==> src/rtl/busarb_pkg.sv <==
package busarb_pkg;
    localparam int NM = 4;
    localparam int IW = $clog2(NM);
    localparam int PRIO_W    = NM * IW;
    localparam int MODE_BIT  = PRIO_W;
    localparam int PSEL_LSB  = PRIO_W + 1;
    localparam int PLAST_BIT = PSEL_LSB + IW;
    localparam int USED_W    = PLAST_BIT + 1;

    typedef logic [IW-1:0] mid_t;

    typedef struct packed {
        logic                    park_last;
        mid_t                    park_sel;
        logic                    rr;
        logic [NM-1:0][IW-1:0]   prio;
    } cfg_t;

    typedef enum logic [1:0] {
        ST_PARK   = 2'd0,
        ST_SWITCH = 2'd1,
        ST_OWN    = 2'd2
    } st_t;

    function automatic logic [PRIO_W-1:0] prio_reset();
        logic [PRIO_W-1:0] v;
        for (int i = 0; i < NM; i++) v[i*IW +: IW] = mid_t'(i);
        return v;
    endfunction

    function automatic logic [NM-1:0] onehot(input mid_t i);
        logic [NM-1:0] v;
        v = '0;
        v[i] = 1'b1;
        return v;
    endfunction
endpackage

==> src/rtl/busarb_cfg.sv <==
module busarb_cfg
    import busarb_pkg::*;
#(
    parameter int DW = 32
) (
    input  logic          clk,
    input  logic          rst_n,
    input  logic          we,
    input  logic [DW-1:0] wdata,
    output cfg_t          cfg,
    output logic [DW-1:0] rdata
);
    localparam cfg_t CFG_RST = '{park_last: 1'b0, park_sel: '0, rr: 1'b0,
                                 prio: prio_reset()};

    logic [NM*NM-1:0] clash;
    cfg_t             cfg_q;

    // pairwise duplicate detection over the written rank fields
    for (genvar a = 0; a < NM; a++) begin : g_a
        for (genvar b = 0; b < NM; b++) begin : g_b
            if (b > a) begin : g_cmp
                assign clash[a*NM+b] = (wdata[a*IW +: IW] == wdata[b*IW +: IW]);
            end else begin : g_none
                assign clash[a*NM+b] = 1'b0;
            end
        end
    end

    always_ff @(posedge clk) begin
        if (!rst_n) begin
            cfg_q <= CFG_RST;
        end else if (we) begin
            cfg_q.prio      <= (|clash) ? prio_reset() : wdata[PRIO_W-1:0];
            cfg_q.rr        <= wdata[MODE_BIT];
            cfg_q.park_sel  <= wdata[PSEL_LSB +: IW];
            cfg_q.park_last <= wdata[PLAST_BIT];
        end
    end

    always_comb begin
        rdata                  = '0;
        rdata[PRIO_W-1:0]      = cfg_q.prio;
        rdata[MODE_BIT]        = cfg_q.rr;
        rdata[PSEL_LSB +: IW]  = cfg_q.park_sel;
        rdata[PLAST_BIT]       = cfg_q.park_last;
    end

    assign cfg = cfg_q;
endmodule

==> src/rtl/busarb_pick.sv <==
module busarb_pick
    import busarb_pkg::*;
(
    input  logic [NM-1:0]         req,
    input  logic [NM-1:0][IW-1:0] prio,
    input  logic                  rr,
    input  mid_t                  rr_base,
    output logic                  win_v,
    output mid_t                  win_i
);
    logic fx_v, rr_v;
    mid_t fx_i, rr_i, best;

    // fixed rule: smallest rank value among requesters
    always_comb begin
        fx_v = 1'b0;
        fx_i = '0;
        best = '1;
        for (int i = 0; i < NM; i++) begin
            if (req[i] && (!fx_v || prio[i] < best)) begin
                fx_v = 1'b1;
                fx_i = mid_t'(i);
                best = prio[i];
            end
        end
    end

    // rotating rule: first requester above the base, wrapping
    always_comb begin
        mid_t idx;
        rr_v = 1'b0;
        rr_i = '0;
        for (int k = NM; k >= 1; k--) begin
            idx = rr_base + mid_t'(k);
            if (req[idx]) begin
                rr_v = 1'b1;
                rr_i = idx;
            end
        end
    end

    assign win_v = rr ? rr_v : fx_v;
    assign win_i = rr ? rr_i : fx_i;
endmodule

==> src/rtl/busarb_fsm.sv <==
module busarb_fsm
    import busarb_pkg::*;
(
    input  logic          clk,
    input  logic          rst_n,
    input  logic [NM-1:0] req,
    input  logic          done,
    input  cfg_t          cfg,
    input  logic          win_v,
    input  mid_t          win_i,
    output mid_t          rr_base,
    output logic [NM-1:0] gnt
);
    st_t  st_q, st_d;
    mid_t owner_q, owner_d;
    mid_t last_q, last_d;
    mid_t tgt;
    logic tgt_busy, fin;
    mid_t fin_who;

    assign tgt      = cfg.park_last ? last_q : cfg.park_sel;
    assign tgt_busy = (st_q == ST_PARK) && req[tgt];
    assign fin      = done && ((st_q == ST_OWN) || tgt_busy);
    assign fin_who  = (st_q == ST_OWN) ? owner_q : tgt;
    assign rr_base  = (st_q == ST_OWN) ? owner_q : (tgt_busy ? tgt : last_q);

    // next state
    always_comb begin
        st_d    = st_q;
        owner_d = owner_q;
        last_d  = last_q;
        if (fin) begin
            last_d = fin_who;
            if (!win_v) begin
                st_d = ST_PARK;                 // own-release
            end else if (win_i == fin_who) begin
                st_d    = ST_OWN;               // own-keep
                owner_d = win_i;
            end else begin
                st_d    = ST_SWITCH;            // own-hand
                owner_d = win_i;
            end
        end else begin
            unique case (st_q)
                ST_PARK: begin
                    if (tgt_busy) begin
                        st_d    = ST_OWN;       // park-take
                        owner_d = tgt;
                    end else if (win_v) begin
                        st_d    = ST_SWITCH;    // park-hand
                        owner_d = win_i;
                    end
                end
                ST_SWITCH: st_d = ST_OWN;       // switch-land
                ST_OWN:    st_d = ST_OWN;       // own-keep
                default:   st_d = ST_PARK;
            endcase
        end
    end

    // state register
    always_ff @(posedge clk) begin
        if (!rst_n) begin
            st_q    <= ST_PARK;
            owner_q <= '0;
            last_q  <= '0;
        end else begin
            st_q    <= st_d;
            owner_q <= owner_d;
            last_q  <= last_d;
        end
    end

    // outputs
    always_comb begin
        unique case (st_q)
            ST_PARK:   gnt = onehot(tgt);
            ST_SWITCH: gnt = '0;
            ST_OWN:    gnt = onehot(owner_q);
            default:   gnt = '0;
        endcase
    end
endmodule

==> src/rtl/busarb_park.sv <==
module busarb_park
    import busarb_pkg::*;
#(
    parameter int DW = 32
) (
    input  logic          clk,
    input  logic          rst_n,
    input  logic [3:0]    req,
    input  logic          done,
    input  logic          cfg_we,
    input  logic [DW-1:0] cfg_wdata,
    output logic [DW-1:0] cfg_rdata,
    output logic [3:0]    gnt
);
    cfg_t cfg;
    logic win_v;
    mid_t win_i, rr_base;

    busarb_cfg #(.DW(DW)) i_cfg (
        .clk   (clk),
        .rst_n (rst_n),
        .we    (cfg_we),
        .wdata (cfg_wdata),
        .cfg   (cfg),
        .rdata (cfg_rdata)
    );

    busarb_pick i_pick (
        .req     (req),
        .prio    (cfg.prio),
        .rr      (cfg.rr),
        .rr_base (rr_base),
        .win_v   (win_v),
        .win_i   (win_i)
    );

    busarb_fsm i_fsm (
        .clk     (clk),
        .rst_n   (rst_n),
        .req     (req),
        .done    (done),
        .cfg     (cfg),
        .win_v   (win_v),
        .win_i   (win_i),
        .rr_base (rr_base),
        .gnt     (gnt)
    );
endmodule

==> config.mk <==
export PLATFORM = sky130hd
export DESIGN_NAME = busarb_park
export DESIGN_NICKNAME = d
export VERILOG_FILES = /design/src/rtl/busarb_pkg.sv /design/src/rtl/busarb_cfg.sv /design/src/rtl/busarb_pick.sv /design/src/rtl/busarb_fsm.sv /design/src/rtl/busarb_park.sv
export SDC_FILE = /design/constraint.sdc
export NUM_CORES = 1
export LEC_CHECK = 0
export ABC_AREA = 1
export BUFFER_PORTS_ARGS = -buffer_cell sky130_fd_sc_hd__buf_4
export CORE_MARGIN = 2
export CORE_UTILIZATION = 43
export DETAILED_ROUTE_END_ITERATION = 10
export PLACE_DENSITY = 0.88
export SYNTH_ARGS = -nofsm -noshare
export SYNTH_HDL_FRONTEND = slang
export SYNTH_SLANG_ARGS = --single-unit
==> constraint.sdc <==
create_clock -name clk -period 2.6 [get_ports clk]
set_input_delay 0.52 -clock clk [delete_from_list [all_inputs] [get_ports clk]]
set_output_delay 0.52 -clock clk [all_outputs]
set_load 0.01 [all_outputs]
Yosys cells after proc, flatten, opt, wreduce, memory -nomap -nowiden

Index checks and enable logic that the tools add are counted.

Register bits: 18
Latch bits: 0
RAM bits: 0
ROM bits: 0
Input bits: 40
Output and inout port bits: 36
Word-level logic and storage cells: 102
Memories: 0

$add $sub $neg: 3
$mul: 0
Divide/modulo/power cells: 0
$lt $le $gt $ge: 11
Equal/unequal tests: 10
Shifts and indexed selects: 0
Multiplexer cells: 50
Bitwise gates (word level): 0
Reduce and logical (&&, ||, !) cells: 18

Operator list:

| cell                                                                    | count |
|---|---|
| 2-bit two-way mux                                                       | 23 |
| 2-bit by 3-bit < comparator with 1-bit output, second input constant    | 6 |
| 1-bit two-way mux                                                       | 17 |
| 2-bit equality test                                                     | 7 |
| 1-bit binary-select mux with 2-bit select                               | 5 |
| 8-bit two-way mux                                                       | 1 |
| 4-bit one-hot mux with 2 select lines                                   | 1 |
| 1-bit logical AND                                                       | 7 |
| 2-bit < comparator                                                      | 3 |
| 6-bit OR reduction                                                      | 1 |
| 2-bit adder, second input constant                                      | 2 |
| 1-bit demux with 2-bit select                                           | 2 |
| 2-bit by 1-bit >= comparator with 1-bit output, second input constant   | 2 |
| 1-bit logical OR                                                        | 4 |
| 4-bit by 1-bit inequality test with 1-bit output, second input constant | 1 |
| 2-bit one-hot mux with 2 select lines                                   | 1 |
| 1-bit logical NOT                                                       | 3 |
| 2-bit by 1-bit adder with 2-bit output, second input constant           | 1 |
| 2-bit by 1-bit equality test with 1-bit output, second input constant   | 1 |
| 2-bit equality test, second input constant                              | 1 |
| 2-bit logical NOT                                                       | 1 |
| 2-bit nonzero test                                                      | 1 |
| 2-bit OR reduction                                                      | 1 |

Longest topological paths before layout

Gate-level depths: netlist (run 1).

Depth after elaboration: 18
Mapped depth: 26

Modules after synthesis

Synthesis (run 1) repeated with hierarchy kept, for this count alone.

Cell total of the unflattened synthesis: 331
Area total of the unflattened synthesis: 1973.1 um^2

By module, submodules not included:

| module      | times used | cells each | area each (um^2) |
|---|---|---|---|
| busarb_cfg  | 1          | 137        | 887.1 |
| busarb_fsm  | 1          | 119        | 709.4 |
| busarb_pick | 1          | 75         | 376.6 |

Worst setup path after synthesis (run 1)

Ideal clock, no wire load.

Path kind: input -> register
Start: in req[0]
End: reg i_fsm.st_q[0]
Library setup time: 0.120 ns
Data arrival time: 2.504 ns
Required time: 2.480 ns
Setup slack: -0.024 ns
Stages on the path: 25
Buffers on the path: 0
Cells stage by stage: nand2_1 nand2_1 nand2_1 nand3_1 o21ai_0 ha_1 nand2_1 nand2_1 nand2_1 nand2_1 nand2_1 o21ai_0 ha_1 nand2_1 nand2_1 nand2_1 nand2_1 nand2_1 nand2_1 nand2_1 nand2_1 nand2_1 nand2_1 nand2_1 a21oi_2

Cells in the longest elaborated chain, start to end: 18
Elaborated cells on any way between the ends: 57
Those cells by class: add/sub: 3; order compare: 3; eq/ne: 2; mux: 37; reduce/logical: 12

RTL lines:

| item                                                           | line              | text |
|---|---|---|
| start: declaration                                             | busarb_park.sv:8  | `input logic [3:0] req,` |
| 2-bit two-way mux / 1-bit two-way mux (equally long branches)  | busarb_pick.sv:20 | `if (req[i] && (!fx_v \|\| prio[i] < best)) begin` |
| 2-bit < comparator / 1-bit logical NOT (equally long branches) | busarb_pick.sv:20 |  |
| 1-bit logical OR                                               | busarb_pick.sv:20 |  |
| 1-bit logical AND                                              | busarb_pick.sv:20 |  |
| 2-bit two-way mux / 1-bit two-way mux (equally long branches)  | busarb_pick.sv:20 |  |
| 2-bit < comparator / 1-bit logical NOT (equally long branches) | busarb_pick.sv:20 |  |
| 1-bit logical OR                                               | busarb_pick.sv:20 |  |
| 1-bit logical AND                                              | busarb_pick.sv:20 |  |
| [2 not listed]                                                 | -                 |  |
| 1-bit logical OR                                               | busarb_pick.sv:20 |  |
| 1-bit logical AND                                              | busarb_pick.sv:20 |  |
| 2-bit two-way mux                                              | busarb_pick.sv:20 |  |
| 2-bit two-way mux                                              | busarb_pick.sv:43 | `assign win_i = rr ? rr_i : fx_i;` |
| 2-bit equality test                                            | busarb_fsm.sv:36  | `end else if (win_i == fin_who) begin` |
| 2-bit two-way mux                                              | busarb_fsm.sv:36  |  |
| 2-bit two-way mux                                              | busarb_fsm.sv:34  | `if (!win_v) begin` |
| 2-bit two-way mux                                              | busarb_fsm.sv:32  | `if (fin) begin` |
| end signal: assignment                                         | busarb_fsm.sv:68  | `st_q <= st_d;` |
| end: declaration                                               | busarb_fsm.sv:14  | `st_t st_q, st_d;` |

Several ways; a longest one is shown, not always the timed one. The select of a mux whose other input is x is not followed.
A chain may end at the register's enable or synchronous reset.

Worst setup path after layout (run 1)

Same ends and word-level chain as after synthesis.

==> results of run 1 <==
final cells by class:
type                            count  area (µm²)
Timing Repair Buffer               59         450
Tap cell                           48        60.1
Inverter                           36         135
Sequential cell                    18         365
Multi-Input combinational cell    220        1210
Fill cell                         349        1470
Clock buffer                        4        55.1
final timing paths:
kind	startpoint	end	slack, ns	cells past startpoint
hold reg to reg	i_cfg.cfg[6]$_SDFFE_PN1P_	i_cfg.cfg[6]$_SDFFE_PN1P_	0.52	2
hold / removal	cfg_wdata[10]	i_cfg.cfg[10]$_SDFFE_PN0P_	0.49	3
setup / recovery	req[0]	i_fsm.st_q[0]$_SDFFE_PN0P_	-0.05	26
setup reg to reg	i_cfg.cfg[2]$_SDFFE_PN1P_	i_fsm.st_q[0]$_SDFFE_PN0P_	-0.05	26
state kept, by name, indices dropped and copies added (netlist names):
signal / flops
i_cfg.cfg: 12
i_fsm.last_q: 2
i_fsm.owner_q: 2
i_fsm.st_q: 2
routing by layer:
layer | GRT usage (%) | vias to the layer above | part of all wire (%)
met4 | 11.0 | 0 | 3.7
met2 | 41.0 | 94 | 49
li1 | - | 978 | -
met1 | 27.0 | 890 | 41
met5 | 0 | - | 0
met3 | 2.36 | 23 | 5.8
metrics by stage:
step                setup WS (ns)  hold WS, ns  cells
finish                    -0.0492        0.491    385
global route               -0.207        0.514    385
CTS                       0.00313        0.496    385
detailed placement         -0.379        0.491    373
global placement           -0.271        0.486    373
floorplan                  0.0322        0.449    297
power groups by stage:
| stage | Clock [mW] | Combinational, mW | Sequential [mW] |
|---|---|---|---|
| after CTS | 0.230 | 1.26 | 0.368 |
| final | 0.230 | 1.33 | 0.372 |
| after global placement | 0 | 1.18 | 0.372 |
| after floorplan | 0 | 0.878 | 0.368 |
| after global routing | 0.243 | 1.48 | 0.378 |
| after detailed placement | 0 | 1.22 | 0.374 |
cell usage in the layout (no fill, tap or decap), types with 5 or more instances in the layout:
master	Yosys	final
nand2_4	2	5
nand2_1	88	68
buf_4	21	58
o21ai_0	13	10
o22ai_1	7	7
xor2_1	12	12
nor2_1	8	8
inv_1	34	31
dfxtp_1	18	14
a21oi_1	19	19
nand3_1	22	20
inv_2	2	5
ha_1	5	5
nand2_2	7	24
conb_1	1	20
worst max-delay path, delay by kind of cell:
| family | cells | cell delay, ns |
|---|---|---|
| AND/OR/NAND/NOR | 20 | 1.35 |
| buffers and inverters | 1 | 0.12 |
| adder cells (fa/ha/maj) | 2 | 0.52 |
| AO/OA/AOI/OAI | 3 | 0.34 |
kinds of logic (layout without fill, tap and decap cells):
logic type      after synthesis  in the layout  synth area share, %
other cells                   1             20                0.219
flops                        18             18                 21.1
compound gates               50             50                 17.3
xor+xnor                     12             12                 6.14
buf+inv                      59             99                 17.5
simple gates                133            133                 34.1
fa+ha+maj                     5              5                 3.65
timing repair:
action	CTS	global route
endpoints found under the setup margin	4	4
setup buffers	8	0
resized for setup	19	19
pin swaps	13	19
cloned	0	0
==> flow_metrics.py, run 1 <==
metrics = {
    "die": {
        "initial_core_util_pct": 45.7,
        "io_pins": 76,
        "rows": 22,
        "die_area_um2": 4500,
        "fp.dieW_um": 67.1,
        "core_area_um2": 3740,
        "die_height_um": 67.1,
    },
    "sta": {
        "min_period_ns": 2.65,
        "max_freq_mhz": 377,
        "grt_setup_unrepaired": "true",
        "slew_violations": 0,
        "maxSlewHeadroom_pct": 65.5,
        "setup_tns_ns": -0.0876,
        "fin_ws_ns": -0.0492,
        "clock_skew_ns": 0.00164,
        "setup_viol": 2,
        "finalHoldViolCount": 0,
        "period_share_pct": 102,
        "worst_pin_slew_ns": 0.513,
    },
    "clock_tree": {
        "tritoncts": "done",
        "numCtsBuffers": 3,
        "clock_sinks": 18,
        "root_buffer": "clkbuf_8",
        "cts_hold_buf": 0,
        "cts_buffer_depth": 2,
        "clock_latency_ns": 0.25,
        "htreeDepth": 1,
        "clkTransAtPathRegs_ns": 0.07,
    },
    "layout": {
        "synthToLayoutAreaGrowth_pct": 32.8,
        "drive_gt1_share_pct": 32.6,
        "post-route-util_pct": 60.7,
        "final_cell_area_um2": 2270,
        "diodes": 0,
        "layout.nets": 383,
    },
    "logic_synthesis": {
        "yosys.area.top_type": "dfxtp_1",
        "synth_edf_count": 0,
        "synth_top_area_share_pct": 21.1,
        "synth_cells": 278,
        "ys_top_cells_by_count": "nand2_1, inv_1, nand3_1, buf_4, a21oi_1",
        "synth.most_common_cell": "nand2_1",
        "yosysSeqAreaShare_pct": 21.1,
        "synthArstFlopShare_pct": 0,
        "ys_types": 28,
        "yosys_warnings": 0,
        "ys_ff_latch": 18,
        "synth_area_leaders": "dfxtp_1, nand2_1, buf_4",
        "syn-cell-area_um2": 1710,
        "syn_area_per_cell_um2": 6.16,
        "ys.flop_type": "dfxtp_1",
    },
    "placement": {
        "io_buffers": 35,
        "dp_hpwl_mm": 3.46,
        "gp_congestion": 0.922,
        "place_area_um2": 2060,
    },
    "detailed_routing": {
        "drt-initial-drc-count": 93,
        "dr.pass1.iters": 4,
        "drc": 0,
        "vias_per_cell": 5.16,
        "vias": 1985,
        "antenna_left": 0,
        "routed_wl_mm": 4.91,
        "wl_per_cell_um": 12.8,
    },
    "worst_hold_path": {
        "min_path_type": "input pin to flip-flop",
    },
    "global_routing": {
        "grt_pass1_vias": 1884,
        "grt_usage_pct": 22.9,
        "overflow": 0,
        "grt_max_degree": 17,
        "antenna_found_initial": 0,
        "grt_pass1_wl_mm": 8.04,
    },
    "critical_path": {
        "cp_max_fo": 5,
        "max_stage_delay_ns": 0.27,
        "cp-end-kind": "flip-flop",
        "cp_slowest_cell": "ha_1",
        "worstSetupStartpointType": "input pin",
        "crit_type": "input pin to flip-flop",
        "crit_path_frequent_cell": "nand2_2",
        "cp.required_ns": 2.79,
        "critPathArrivalTime_ns": 2.84,
    },
    "outcome": {
        "violations": "negative setup slack",
        "status": "finished, violations left",
    },
    "power": {
        "leakage_nw": 1.22,
        "powerDensity_nw_per_um2": 848,
        "intPower_uw": 993,
        "pwr-share-seq_pct": 19.3,
        "power_frac_comb_pct": 68.7,
        "clkPwrFrac_pct": 11.9,
        "power_mw": 1.93,
        "switching_share_pct": 48.5,
        "ir_worst_vdd_mv": 0.501,
        "p_switching_uw": 935,
    },
    "job": {
        "drv_cap": 0,
    },
}
(Power assumes the default switching activity.)
==> run 2, diff against run 1 <==
- CORE_MARGIN: 2 -> not set
- CORE_UTILIZATION: 43 -> 45
- CTS_CLUSTER_SIZE: not set -> 16
- clock period: 2.6 -> 2.95 ns (I/O delays scaled with it)
==> run 2 against run 1 <==
- critical path type unchanged
- worst setup slack gained 0.29 ns
- flip-flop and latch count is the same
- largest power group unchanged
- register-to-register slack gained 0.36 ns
- routed wire length shrank 17%
- largest cell class unchanged
- the run now ends clean
- sequential power shrank 12%
- final cell count shrank 4.9%
==> flow_metrics.py, run 2 (same netlist as run 1, synthesis figures left out) <==
metrics = {
    "die": {
        "fp.dieW_um": 63.7,
        "die_height_um": 63.7,
        "rows": 22,
        "io_pins": 76,
        "die_area_um2": 4050,
        "core_area_um2": 3660,
        "initial_core_util_pct": 46.8,
    },
    "placement": {
        "place_area_um2": 1980,
        "io_buffers": 35,
        "place_inst": 362,
        "dp_hpwl_mm": 3.29,
        "gp_congestion": 0.894,
    },
    "sta": {
        "max_freq_mhz": 370,
        "setup_viol": 0,
        "finalHoldViolCount": 0,
        "fin_worst_hold_slack_ns": 0.498,
        "maxSlewHeadroom_pct": 65.8,
        "min_period_ns": 2.70,
        "slew_violations": 0,
        "worst_pin_slew_ns": 0.509,
        "period_share_pct": 91.7,
        "clock_skew_ns": 0.00161,
    },
    "layout": {
        "layout_commonest_cell": "nand2_1",
        "largest_reg_flops": 12,
        "final_cell_area_um2": 2060,
        "stdcell_count": 366,
        "diodes": 0,
        "layout_common_cells": "nand2_1, buf_4, inv_1, nand3_1, conb_1",
        "layout.nets": 364,
        "n_fill_cell": 355,
        "post-route-util_pct": 56.4,
        "synthToLayoutAreaGrowth_pct": 20.5,
        "drive_gt1_share_pct": 22.3,
    },
    "detailed_routing": {
        "drt-initial-drc-count": 125,
        "vias": 1849,
        "routed_wl_mm": 4.10,
        "drc": 0,
        "antenna_left": 0,
        "vias_per_cell": 5.05,
        "dr.pass1.iters": 4,
        "wl_per_cell_um": 11.2,
    },
    "clock_tree": {
        "cts_buffer_depth": 2,
        "root_buffer": "clkbuf_8",
        "tritoncts": "done",
        "clock_latency_ns": 0.25,
        "cts_setup_buffers": 0,
        "clock_sinks": 18,
        "clkTransAtPathRegs_ns": 0.07,
        "cts_hold_buf": 0,
        "numCtsBuffers": 3,
        "htreeDepth": 1,
    },
    "worst_hold_path": {
        "min_path_type": "flip-flop to flip-flop",
        "holdCritStartpoint": "i_fsm.last_q[0]$_SDFFE_PN0P_",
    },
    "global_routing": {
        "grt_pass1_vias": 1639,
        "grt_max_degree": 17,
        "grt_usage_pct": 20.5,
        "overflow": 0,
        "grt_pass1_wl_mm": 6.80,
        "antenna_found_initial": 0,
    },
    "critical_path": {
        "max_stage_delay_ns": 0.28,
        "critPathArrivalTime_ns": 2.89,
        "cp_slowest_cell": "ha_1",
        "crit_type": "input pin to flip-flop",
        "crit_path_frequent_cell": "nand2_1",
        "cp.required_ns": 3.13,
        "regToRegStartpoint": "i_cfg.cfg[1]$_SDFFE_PN0P_",
        "path_buf_inv": 1,
        "cp-end-kind": "flip-flop",
        "cp_max_fo": 5,
        "worstSetupStartpointType": "input pin",
        "crit_start": "req[0]",
        "cp_top_family": "simple AND/OR/NAND/NOR gates",
    },
    "power": {
        "p_switching_uw": 764,
        "powerDensity_nw_per_um2": 744,
        "switching_share_pct": 49.7,
        "ir_worst_vdd_mv": 0.436,
        "power_mw": 1.54,
        "clkPwrFrac_pct": 12.9,
        "pwr-share-seq_pct": 21.3,
        "intPower_uw": 772,
        "power_frac_comb_pct": 65.8,
        "leakage_nw": 1.11,
    },
    "job": {
        "drv_cap": 0,
    },
    "outcome": {
        "status": "completed",
    },
}
## run 2: changes by cell type in the layout (fill, tap and decap cells not counted), moves of 3 or more
cell     before  now
nand2_1      68   80
inv_2         5    2
dfxtp_1      14   17
inv_1        31   34
buf_4        58   40
nand2_4       5    2
dfxtp_2       4    1
nand2_2      24   15
## run 2: worst reg2reg max path: cells and delay by family, from the launching register on
kind	cells	cell delay, ns
AO/OA/AOI/OAI	3	0.37
adder cells (fa/ha/maj)	2	0.53
buffers and inverters	1	0.07
flip-flops	1	0.35
AND/OR/NAND/NOR	20	1.27
## run 2: power groups by stage
stage          logic, mW  clock network (mW)  registers (mW)
6_report            1.01               0.198           0.328
5_1_grt             1.14               0.213           0.332
4_1_cts            0.984               0.200           0.325
3_5_place_dp       0.981                   0           0.330
3_3_place_gp       0.948                   0           0.328
2_1_floorplan      0.773                   0           0.324
## run 2: cell type report
class | instances | area, µm² | share of cell area (%)
Tap cell | 48 | 60.1 | 2.91
Sequential cell | 18 | 362 | 17.5
Clock buffer | 4 | 55.1 | 2.67
Timing Repair Buffer | 40 | 300 | 14.6
Multi-Input combinational cell | 220 | 1150 | 55.8
Inverter | 36 | 135 | 6.55
## run 2: timing repair
action	in CTS	in global routing
endpoints found under the hold margin	0	0
resized for setup	0	13
endpoints found under the setup margin	0	4
## run 2: path summary, 6_finish.rpt
| path | slack [ns] | depth (start not counted) | to |
|---|---|---|---|
| setup / recovery | 0.25 | 26 | i_fsm.st_q[0]$_SDFFE_PN0P_ |
| hold / removal | 0.50 | 2 | i_fsm.last_q[0]$_SDFFE_PN0P_ |
| setup reg to reg | 0.31 | 26 | i_fsm.st_q[0]$_SDFFE_PN0P_ |
| hold reg to reg | 0.50 | 2 | i_fsm.last_q[0]$_SDFFE_PN0P_ |
## run 2: per-layer routing
metal / routed length, µm / share of wire [%] / vias to the layer above / track usage [%]
met1: 1790 / 44 / 842 / 25.3
li1: - / - / 940 / -
met2: 2060 / 50 / 63 / 36.8
met5: 0 / 0 / - / 0
met4: 33 / 0.80 / 0 / 5.97
met3: 212 / 5.2 / 4 / 2.17
## run 2: stage by stage
step	setup TNS, ns	setup WS, ns
3_3_place_gp	-0.100	-0.0506
5_1_grt	-0.0278	-0.0278
2_1_floorplan	0	0.256
3_5_place_dp	-0.417	-0.159
6_report	0	0.245
4_1_cts	0	0.0950
==> run 3, diff against run 2 <==
- BUFFER_PORTS_ARGS: -buffer_cell sky130_fd_sc_hd__buf_4 -> -buffer_cell sky130_fd_sc_hd__buf_2
- CORE_MARGIN: not set -> 2
==> run 3 against run 2 <==
- worst setup slack better by 0.016 ns
- first-iteration DRC count is 35% lower
- critical path type unchanged
- hold slack got worse by 0.0080 ns
- flip-flop and latch count did not move
- highest routed layer unchanged
==> flow_metrics.py, run 3 (same netlist as run 1, synthesis figures left out) <==
metrics = {
    "outcome": {
        "status": "completed",
    },
    "placement": {
        "gp_congestion": 0.939,
        "place_area_um2": 1900,
        "io_buffers": 35,
        "place_inst": 363,
        "dp_hpwl_mm": 3.16,
        "preCtsSetupSlack_ns": -0.154,
    },
    "die": {
        "core_area_um2": 3660,
        "rows": 22,
        "initial_core_util_pct": 46.8,
        "die_area_um2": 4310,
        "io_pins": 76,
        "fp.dieW_um": 65.7,
        "die_height_um": 65.7,
    },
    "detailed_routing": {
        "vias": 1840,
        "wl_per_cell_um": 10.6,
        "dr.pass1.iters": 4,
        "antenna_left": 0,
        "vias_per_cell": 5.03,
        "drt-initial-drc-count": 81,
        "drc": 0,
        "routed_wl_mm": 3.87,
    },
    "sta": {
        "slew_violations": 0,
        "period_share_pct": 91.2,
        "setup_viol": 0,
        "min_period_ns": 2.69,
        "finalHoldViolCount": 0,
        "clock_skew_ns": 0.000783,
        "fin_ws_ns": 0.261,
        "worst_pin_slew_ns": 0.502,
        "max_freq_mhz": 372,
        "fin_worst_hold_slack_ns": 0.490,
        "maxSlewHeadroom_pct": 66.3,
    },
    "job": {
        "drv_cap": 0,
    },
    "power": {
        "leakage_nw": 1.08,
        "powerDensity_nw_per_um2": 745,
        "ir_worst_vdd_mv": 0.393,
        "power_mw": 1.46,
    },
    "layout": {
        "diodes": 0,
        "stdcell_count": 366,
        "layout_commonest_cell": "nand2_1",
        "layout_common_cells": "nand2_1, buf_2, inv_1, nand3_1, conb_1",
        "layout.nets": 365,
        "largest_reg_flops": 12,
        "synthToLayoutAreaGrowth_pct": 14.3,
        "final_cell_area_um2": 1960,
        "drive_gt1_share_pct": 20.4,
    },
    "clock_tree": {
        "cts_resized": 0,
        "cts_buffer_depth": 2,
        "tritoncts": "done",
        "clock_latency_ns": 0.25,
        "clock_sinks": 18,
        "root_buffer": "clkbuf_8",
        "numCtsBuffers": 3,
        "clkTransAtPathRegs_ns": 0.06,
        "cts_setup_buffers": 0,
        "cts_hold_buf": 0,
        "htreeDepth": 1,
    },
    "critical_path": {
        "crit_path_frequent_cell": "nand2_1",
        "regToRegStartpoint": "i_cfg.cfg[1]$_SDFFE_PN0P_",
        "critPathArrivalTime_ns": 2.83,
        "cp_slowest_cell": "ha_1",
        "reg2reg_slack_ns": 0.33,
        "worstSetupStartpointType": "input pin",
        "path_buf_inv": 1,
        "cp-end-kind": "flip-flop",
        "max_stage_delay_ns": 0.27,
        "reg2reg_depth": 26,
        "cp_max_fo": 5,
        "cp_top_family": "simple AND/OR/NAND/NOR gates",
        "r2r_end": "i_fsm.st_q[0]$_SDFFE_PN0P_",
        "crit_type": "input pin to flip-flop",
        "cp.required_ns": 3.09,
    },
    "worst_hold_path": {
        "holdCritStartpoint": "i_fsm.last_q[1]$_SDFFE_PN0P_",
        "hold_end": "i_fsm.last_q[1]$_SDFFE_PN0P_",
        "hold_depth": 2,
        "min_path_type": "flip-flop to flip-flop",
    },
    "global_routing": {
        "grt_usage_pct": 18.8,
        "grt_pass1_wl_mm": 6.53,
        "overflow": 0,
        "antenna_found_initial": 0,
        "grt_max_degree": 17,
        "grt_pass1_vias": 1610,
    },
}
[run 3: changes by cell type in the layout (fill, tap and decap cells not counted)]
cell,change
buf_2,+35
buf_4,-34
nand2_1,+5
nand2_2,-5
clkbuf_8,-1
dfxtp_1,+1
dfxtp_2,-1
[run 3: where the power goes]
group	switching (mW)	leakage [nW]	total, mW	internal [mW]
registers	0.0404	0.148	0.327	0.286
logic	0.622	0.914	0.963	0.341
clock network	0.0756	0.0216	0.166	0.0906
total	0.738	1.08	1.46	0.718
[run 3: through the flow]
stage,utilization (%),setup TNS (ns)
2_1_floorplan,-,0
3_3_place_gp,51.8,-0.102
3_5_place_dp,51.8,-0.421
4_1_cts,53.0,0
5_1_grt,53.4,-0.00197
6_report,53.4,0
[run 3: final cells by class]
class,count,area (µm²)
inverters,36,135
clock buffers,3,41.3
fillers,360,1710
repair buffers,41,220
multi-input cells,220,1140
flip-flops and latches,18,360
well taps,48,60.1
[run 3: per-layer routing]
layer  share of wire, %  vias up  GRT usage, %
met5                  0        -             0
met4                1.2        0          7.29
met3                6.5        4          2.40
met2                 48       63          33.2
met1                 44      833          22.8
li1                   -      940             -
[run 3: how the worst max path moves through the flow]
stage                 from                    endpoint  slack (ns)  cells past startpoint
finish              req[0]  i_fsm.st_q[0]$_SDFFE_PN0P_        0.26                     26
global route        req[0]  i_fsm.st_q[0]$_SDFFE_PN0P_      -0.002                     26
CTS                 req[0]  i_fsm.st_q[0]$_SDFFE_PN0P_        0.11                     25
detailed placement  req[0]  i_fsm.st_q[0]$_SDFFE_PN0P_       -0.15                     25
global placement    req[0]  i_fsm.st_q[0]$_SDFFE_PN0P_       -0.06                     25
floorplan           req[0]  i_fsm.st_q[0]$_SDFFE_PN0P_        0.26                     25
[run 3: worst min-delay path: cells and delay by family, from the launching register on]
family | cells | cell delay [ns]
DFF | 1 | 0.30
buffers and inverters | 1 | 0.08
AOI/OAI and AO/OA | 1 | 0.07
